File: config.mk
export PLATFORM = sky130hd
export DESIGN_NAME = ivt_reloc_ctrl
export DESIGN_NICKNAME = d
export VERILOG_FILES = /design/src/rtl/ivt_pkg.sv /design/src/rtl/ivt_cen_timer.sv /design/src/rtl/ivt_base_sel.sv /design/src/rtl/ivt_irq_gate.sv /design/src/rtl/ivt_reloc_ctrl.sv
export SDC_FILE = /design/constraint.sdc
export NUM_CORES = 1
export LEC_CHECK = 0
export ABC_AREA = 1
export BUFFER_PORTS_ARGS = -buffer_cell sky130_fd_sc_hd__buf_2
export CAP_MARGIN = 40
export CORE_AREA = 3 3 40 42
export CTS_CLUSTER_DIAMETER = 100
export DETAILED_ROUTE_END_ITERATION = 7
export DIE_AREA = 0 0 43 45
export SYNTH_ARGS = -nofsm -noshare
export SYNTH_HDL_FRONTEND = slang
export SYNTH_SLANG_ARGS = --single-unit
File: constraint.sdc
create_clock -name clk_i -period 2.1 [get_ports clk_i]
set_input_delay 0.42 -clock clk_i [delete_from_list [all_inputs] [get_ports clk_i]]
set_output_delay 0.42 -clock clk_i [all_outputs]
set_load 0.005 [all_outputs]
File: src/rtl/ivt_pkg.sv
package ivt_pkg;
  localparam int unsigned CTRL_W  = 2;
  localparam int unsigned SEL_BIT = 1;
  localparam int unsigned CEN_BIT = 0;

  typedef struct packed {
    logic sel;
    logic cen;
  } ivt_ctrl_t;

  function automatic ivt_ctrl_t unpack_ctrl(input logic [CTRL_W-1:0] d);
    ivt_ctrl_t c;
    c.sel = d[SEL_BIT];
    c.cen = d[CEN_BIT];
    return c;
  endfunction
endpackage

File: src/rtl/ivt_cen_timer.sv
module ivt_cen_timer #(
  parameter int unsigned CEN_CYC = 4
) (
  input  logic clk_i,
  input  logic rst_ni,
  input  logic set_i,
  input  logic clr_i,
  output logic cen_o
);
  localparam int unsigned CNT_W = (CEN_CYC > 1) ? $clog2(CEN_CYC) : 1;
  localparam logic [CNT_W-1:0] CNT_LOAD = CNT_W'(CEN_CYC - 1);

  logic             cen_q;
  logic [CNT_W-1:0] cnt_q;

  always_ff @(posedge clk_i or negedge rst_ni) begin
    if (!rst_ni) begin
      cen_q <= 1'b0;
      cnt_q <= '0;
    end else if (set_i) begin
      cen_q <= 1'b1;
      cnt_q <= CNT_LOAD;
    end else if (clr_i) begin
      cen_q <= 1'b0;
      cnt_q <= '0;
    end else if (cen_q) begin
      if (cnt_q == '0) cen_q <= 1'b0;
      else             cnt_q <= cnt_q - 1'b1;
    end
  end

  assign cen_o = cen_q;


  cen_expire_chk: assert property (@(posedge clk_i) disable iff (!rst_ni)
    (cen_q && cnt_q == '0 && !set_i) |=> !cen_q);

  cen_rearm_chk: assert property (@(posedge clk_i) disable iff (!rst_ni)
    set_i |=> (cen_q && cnt_q == CNT_LOAD));
endmodule

File: src/rtl/ivt_base_sel.sv
module ivt_base_sel #(
  parameter int unsigned ADDR_W     = 15,
  parameter int unsigned SIZE_W     = 2,
  parameter int unsigned BOOT_MAX_W = 4096
) (
  input  logic              sel_i,
  input  logic [SIZE_W-1:0] boot_size_i,
  output logic [ADDR_W-1:0] base_o
);
  localparam int unsigned NUM_SIZES = 1 << SIZE_W;

  logic [ADDR_W-1:0] start_tbl [NUM_SIZES];

  // each code step halves the boot area; start = top of memory minus area
  for (genvar g = 0; g < NUM_SIZES; g++) begin : g_start
    localparam longint unsigned AREA = longint'(BOOT_MAX_W) >> g;
    assign start_tbl[g] = ADDR_W'((longint'(1) << ADDR_W) - AREA);
  end

  assign base_o = sel_i ? start_tbl[boot_size_i] : '0;


  base_zero_chk: assert property (@(base_o) !sel_i |-> base_o == '0);
endmodule

File: src/rtl/ivt_irq_gate.sv
module ivt_irq_gate (
  input  logic clk_i,
  input  logic rst_ni,
  input  logic cen_set_i,
  input  logic cen_i,
  input  logic sel_wr_i,
  input  logic instr_done_i,
  input  logic sel_i,
  input  logic lock_app_n_i,
  input  logic lock_boot_n_i,
  input  logic in_boot_i,
  output logic block_o
);
  logic hold_q;
  logic lock_blk;

  // block until the instruction after the select write has completed
  always_ff @(posedge clk_i or negedge rst_ni) begin
    if (!rst_ni)                    hold_q <= 1'b0;
    else if (sel_wr_i)              hold_q <= 1'b1;
    else if (hold_q && instr_done_i) hold_q <= 1'b0;
  end

  always_comb begin
    lock_blk = 1'b0;
    if (sel_i  && !lock_app_n_i  && !in_boot_i) lock_blk = 1'b1;
    if (!sel_i && !lock_boot_n_i &&  in_boot_i) lock_blk = 1'b1;
  end

  assign block_o = cen_set_i | cen_i | hold_q | lock_blk;


  hold_after_sel_chk: assert property (@(posedge clk_i) disable iff (!rst_ni)
    sel_wr_i |=> block_o);

  cen_block_chk: assert property (@(posedge clk_i) disable iff (!rst_ni)
    cen_set_i |-> block_o);
endmodule

File: src/rtl/ivt_reloc_ctrl.sv
module ivt_reloc_ctrl #(
  parameter int unsigned ADDR_W     = 15,
  parameter int unsigned SIZE_W     = 2,
  parameter int unsigned BOOT_MAX_W = 4096,
  parameter int unsigned CEN_CYC    = 4
) (
  input  logic                      clk_i,
  input  logic                      rst_ni,
  input  logic                      reg_we_i,
  input  logic [ivt_pkg::CTRL_W-1:0] reg_wdata_i,
  input  logic                      instr_done_i,
  input  logic [SIZE_W-1:0]         boot_size_i,
  input  logic                      lock_app_n_i,
  input  logic                      lock_boot_n_i,
  input  logic                      in_boot_i,
  output logic [ADDR_W-1:0]         vec_base_o,
  output logic                      irq_block_o,
  output logic [ivt_pkg::CTRL_W-1:0] reg_rdata_o
);
  import ivt_pkg::*;

  ivt_ctrl_t wr;
  logic      sel_q;
  logic      cen;
  logic      cen_set;
  logic      sel_wr;

  assign wr      = unpack_ctrl(reg_wdata_i);
  assign cen_set = reg_we_i &  wr.cen;
  assign sel_wr  = reg_we_i & ~wr.cen & cen;

  always_ff @(posedge clk_i or negedge rst_ni) begin
    if (!rst_ni)     sel_q <= 1'b0;
    else if (sel_wr) sel_q <= wr.sel;
  end

  ivt_cen_timer #(.CEN_CYC(CEN_CYC)) u_timer (
    .clk_i  (clk_i),
    .rst_ni (rst_ni),
    .set_i  (cen_set),
    .clr_i  (sel_wr),
    .cen_o  (cen)
  );

  ivt_base_sel #(
    .ADDR_W     (ADDR_W),
    .SIZE_W     (SIZE_W),
    .BOOT_MAX_W (BOOT_MAX_W)
  ) u_base (
    .sel_i       (sel_q),
    .boot_size_i (boot_size_i),
    .base_o      (vec_base_o)
  );

  ivt_irq_gate u_gate (
    .clk_i         (clk_i),
    .rst_ni        (rst_ni),
    .cen_set_i     (cen_set),
    .cen_i         (cen),
    .sel_wr_i      (sel_wr),
    .instr_done_i  (instr_done_i),
    .sel_i         (sel_q),
    .lock_app_n_i  (lock_app_n_i),
    .lock_boot_n_i (lock_boot_n_i),
    .in_boot_i     (in_boot_i),
    .block_o       (irq_block_o)
  );

  always_comb begin
    reg_rdata_o          = '0;
    reg_rdata_o[SEL_BIT] = sel_q;
    reg_rdata_o[CEN_BIT] = cen;
  end


  sel_guard_chk: assert property (@(posedge clk_i) disable iff (!rst_ni)
    !cen |=> $stable(sel_q));

  cen_write_sel_keep_chk: assert property (@(posedge clk_i) disable iff (!rst_ni)
    cen_set |=> $stable(sel_q));

  sel_write_closes_chk: assert property (@(posedge clk_i) disable iff (!rst_ni)
    (reg_we_i && !reg_wdata_i[CEN_BIT] && cen) |=> (!cen && sel_q == $past(reg_wdata_i[SEL_BIT])));
endmodule

**Yosys cells after proc, flatten, opt, wreduce, memory -nomap -nowiden**

Cells that the tools add are included.

- Register bits after elaboration: 5
- Input bits: 11
- Logic and storage cells: 44

- Add/sub/neg operators: 1
- Order comparisons: 1
- Equality and inequality tests: 1
- Multiplexer cells: 16
- Bitwise logic cells: 8
- Reduce and logical (&&, ||, !) cells: 13

Operator list:

| operator | count |
|---|---|
| 2-to-1 mux 15 bit | 3 |
| binary-select mux 15 bit (select 2 bit) | 1 |
| 2-to-1 mux 1 bit | 8 |
| 2-to-1 mux 2 bit | 4 |
| logical AND 1 bit | 5 |
| zero test 1 bit | 4 |
| bitwise AND 1 bit | 3 |
| >= comparator 3 bit (second input constant) | 1 |
| != test 3 x 2 -> 1 bit (second input constant) | 1 |
| inverter 2 -> 3 bit | 1 |
| OR 1 bit | 3 |
| nonzero test 3 bit | 1 |
| zero test 2 bit | 1 |
| AND reduction 2 bit | 1 |
| nonzero test 2 bit | 1 |
| subtractor 2 x 1 -> 2 bit (second input constant) | 1 |
| inverter 1 bit | 1 |

**Logic depth before layout (Yosys ltp)**

- Word-level depth: 6
- Mapped depth: 7

**By module**

A second synthesis with hierarchy kept.

- Cells, all modules: 61
- Area total of the unflattened synthesis: 427.9 um^2

By module, submodules not included:

| module | times used | cells an instance | area each (um^2) | seq. area each (um^2) |
|---|---|---|---|---|
| ivt_cen_timer | 1 | 20 | 158.9 | 75.1 |
| ivt_base_sel | 1 | 19 | 121.4 | 0.0 |
| ivt_irq_gate | 1 | 11 | 73.8 | 25.0 |
| ivt_reloc_ctrl | 1 | 11 | 73.8 | 25.0 |

**Worst setup path before layout**

OpenSTA, ideal clock, no wires.

- Path kind: input-to-output
- Start: input port reg_we_i
- End: output port irq_block_o
- Arrival: 0.704 ns
- Path slack: 0.976 ns
- Stages: 4
- Path buffers: 0
- Cells stage by stage: nand2_2 > nand2_2 > nor2_1 > nand3_1

- Word-level cells in the longest chain between the ends: 4

Ends and longest elaborated chain:

| item | RTL line | text |
|---|---|---|
| from (decl) | ivt_reloc_ctrl.sv:9 | `input logic reg_we_i,` |
| bitwise AND 1 bit | ivt_reloc_ctrl.sv:29 | `assign cen_set = reg_we_i & wr.cen;` |
| OR 1 bit (3 in a row) | ivt_irq_gate.sv:30 | `assign block_o = cen_set_i \| cen_i \| hold_q \| lock_blk;` |
| to (decl) | ivt_reloc_ctrl.sv:17 | `output logic irq_block_o,` |

Every way passes these cells.

**Worst setup path after layout**

- Start: register u_timer.cen_q, in the netlist u_timer.cen_o
- End: output port irq_block_o

- Word-level cells in the longest chain between the ends: 3

Ends and longest elaborated chain:

| item | RTL line | text |
|---|---|---|
| from (decl) | ivt_cen_timer.sv:13 | `logic cen_q;` |
| from (signal assigned) | ivt_cen_timer.sv:18 | `cen_q <= 1'b0;` |
| from (signal assigned) | ivt_cen_timer.sv:21 | `cen_q <= 1'b1;` |
| from (signal assigned) | ivt_cen_timer.sv:24 | `cen_q <= 1'b0;` |
| OR 1 bit (3 in a row) | ivt_irq_gate.sv:30 |  |

Every way passes these cells.

==> out/qor.txt <==
Status = finished clean
Cell variety after synth = 12
TritonRoute pass-1 iters = 4
Multi-input logic area = 179 sq um
Internal power = 0.288 mW
CTS tree = done
Post-Synthesis Cells = 63
CP startpoint kind = flop
Vias in the first global route = 300
# rows = 13
Top Ports = 29
Pwr Density = 937 mW/mm^2
Yosys warnings = 0
Clock Sinks = 5
DR WL/cell = 7.72 um
Die width = 43 um
Gp weighted congestion = 0.717
Period utilisation layout = 0.730
Seq. cell area = 125 sq um
Cell taking the most area after synthesis = dfrtp_1
Max_cap viols = 0
Pin count of the biggest net entering global routing = 9
Max Clock Skew = 2.59 ps
Worst Path Arrival = 1110 ps
RSZ-0062 raised after global routing = false
Slowest cell on the critical path = dfrtp_1
H-tree Lvls = 1
Final cell count without fillers = 96
Reg clk slew, reported paths = 40 ps
Clock Tree Buf Depth = 2
Switch share = 0.379
Setup crit end = irq_block_o
Post-DP HPWL = 644 um
Grt total ovfl = 0
Fin crit period = 1530 ps
Peak VDD IR = 0.408 mV
Clock Power Share = 0.244
Dpl cells = 91
Seq/Total Area, Yosys = 0.298
Post-synth top area share = 0.298
Hold Vio Cnt, Final = 0
Setup TNS = 0 ps
Via count = 377
First-pass GRT wire length = 1150 um
CP peak stage delay = 410 ps
Synth-to-Final Area Change = 17.9%
Cells along the critical path = inv_1 > nand2_2 > nor2_1 > nand3_1 > buf_2
Post-Synthesis Cell Area = 420 sq um
Switch Pwr = 0.176 mW
Diode count = 0
Worst Setup SP = u_timer.cen_o$_DFF_PN0_
Worst R2R Setup Slack = 1080 ps
Drt first-iter violations = 3
RR Endpoint = u_timer.cnt_q[1]$_DFFE_PN0P_
Avg Cell Area, Syn = 6.67 sq um
Ratio of cells with drive above 1 in the final layout = 0.321
Utilization after layout = 0.386
Worst Path Buf+Inv = 2
Die area = 0.00194 sq mm
DRC viols = 0
CTS root buf = clkbuf_4
Critical path peak fanout = 5
Setup CP Type = flop to output pin
Global Route Usage Sum = 0.0786
CP delay by family, top = flip-flops
Max Fclk = 653 MHz
Largest cells by area after synthesis = dfrtp_1 (30%), buf_4 (25%), nand2_1 (16%)
Detailed Route WL = 741 um
Nets = 94
Initial antenna violation count = 0
Buffers on Ports = 19
Max Slew Vio Count = 0
Detail Route Antenna Nets = 0
Num CTS Buffers = 3
Placeable Area = 0.00128 sq mm
Critical Path Stages = 5
Seq cells post-synth = 5
Vias per inst = 3.93
CTS resizes = 0
Comb power frac = 0.422
Initial Util = 0.327
Leak Pwr = 0.327 nW
R2R depth = 7
Die Ht = 45 um
Final setup violation count = 0
Worst endpoint required time = 1680 ps
Hold WC Path Type = input port to flop
Worst Setup End Kind = output pin
Reg power frac = 0.334
# fillers = 152
Clk_lat worst skew = 240 ps
Worst R2R Start = u_timer.cnt_q[0]$_DFFE_PN0P_
[power by group through the flow]
| stage | Clock (mW) | Combinational, mW | Sequential [mW] |
|---|---|---|---|
| floorplan | 0 | 0.178 | 0.150 |
| detailed placement | 0 | 0.198 | 0.156 |
| global placement | 0 | 0.197 | 0.156 |
| finish | 0.113 | 0.196 | 0.155 |
| global route | 0.122 | 0.233 | 0.160 |
| CTS | 0.117 | 0.200 | 0.155 |
[worst min path at each step]
stage	from	end	slack [ps]	depth (start not counted)
after floorplan	rst_ni	sel_q$_DFFE_PN0P_	120	0
after global placement	rst_ni	u_timer.cnt_q[0]$_DFFE_PN0P_	240	1
after detailed placement	rst_ni	u_timer.cnt_q[0]$_DFFE_PN0P_	250	1
after CTS	instr_done_i	u_gate.hold_q$_DFFE_PN0P_	380	2
after global routing	instr_done_i	u_gate.hold_q$_DFFE_PN0P_	390	2
final	instr_done_i	u_gate.hold_q$_DFFE_PN0P_	380	2
[routing by layer]
metal,wire length [um],track usage
met1,326,0.0927
met2,289,0.129
met3,112,0.0279
met4,13,0.0361
met5,0,0
[through the flow]
stage	hold WS (ps)	total power [mW]	instance area, sq um	setup slack, ps
3_5_place_dp	245	0.355	459	674
5_1_grt	389	0.515	495	474
6_report	377	0.464	495	568
3_3_place_gp	240	0.352	459	695
4_1_cts	376	0.472	495	550
2_1_floorplan	124	0.328	450	976
[registers in the layout, summed over array words and instances (netlist names)]
signal and cells:
sel_q 1, u_gate.hold_q 1, u_timer.cen_o 1, u_timer.cnt_q 2
[cell type report]
cell class              instances  area share
well taps                      15      0.0379
flip-flops and latches          5       0.253
repair buffers                 20       0.212
clock buffers                   4      0.0530
multi-input cells              41       0.361
inverters                      11      0.0833
[worst register-to-register path: stages (launching register included)]
cell and delay (ps):
dfrtp_1 350, inv_1 60, ha_1 270, inv_1 40, nand2_1 50, nand2_1 40
nand2_1 60, nand2_1 50
[Yosys cell counts]
cell type	instances
buf_4	14
conb_1	1
dfrtp_1	5
ha_1	1
inv_1	10
inv_2	1
nand2_1	18
nand2_2	3
nand3_1	2
nor2_1	5
o21ai_0	2
o31ai_1	1
[kinds of logic (layout without fill, tap and decap cells)]
kind of cell,Yosys count,after routing,share of synthesized area
flops,5,5,0.298
compound gates,3,3,0.0417
buf+inv,25,35,0.348
fa+ha+maj,1,1,0.0298
simple gates,28,28,0.274
other cells,1,9,0.00892
[cells in the final DEF (no fill, tap or decap)]
master         instances
nand2_1               18
nand3_1                2
dfrtp_1                5
dlygate4sd3_1          1
o31ai_1                1
ha_1                   1
nand2_2                3
inv_2                  1
conb_1                 9
buf_2                 19
clkbuf_1               1
nor2_1                 5
o21ai_0                2
clkbuf_4               3
inv_1                 10
[what timing repair did]
| action | CTS | global route |
|---|---|---|
| setup buffers | 0 | 0 |
| endpoints found under the setup margin | 0 | 0 |
| hold buffers | 1 | 0 |
| hold endpoints to repair | 5 | 0 |
(Power assumes the default switching activity.)
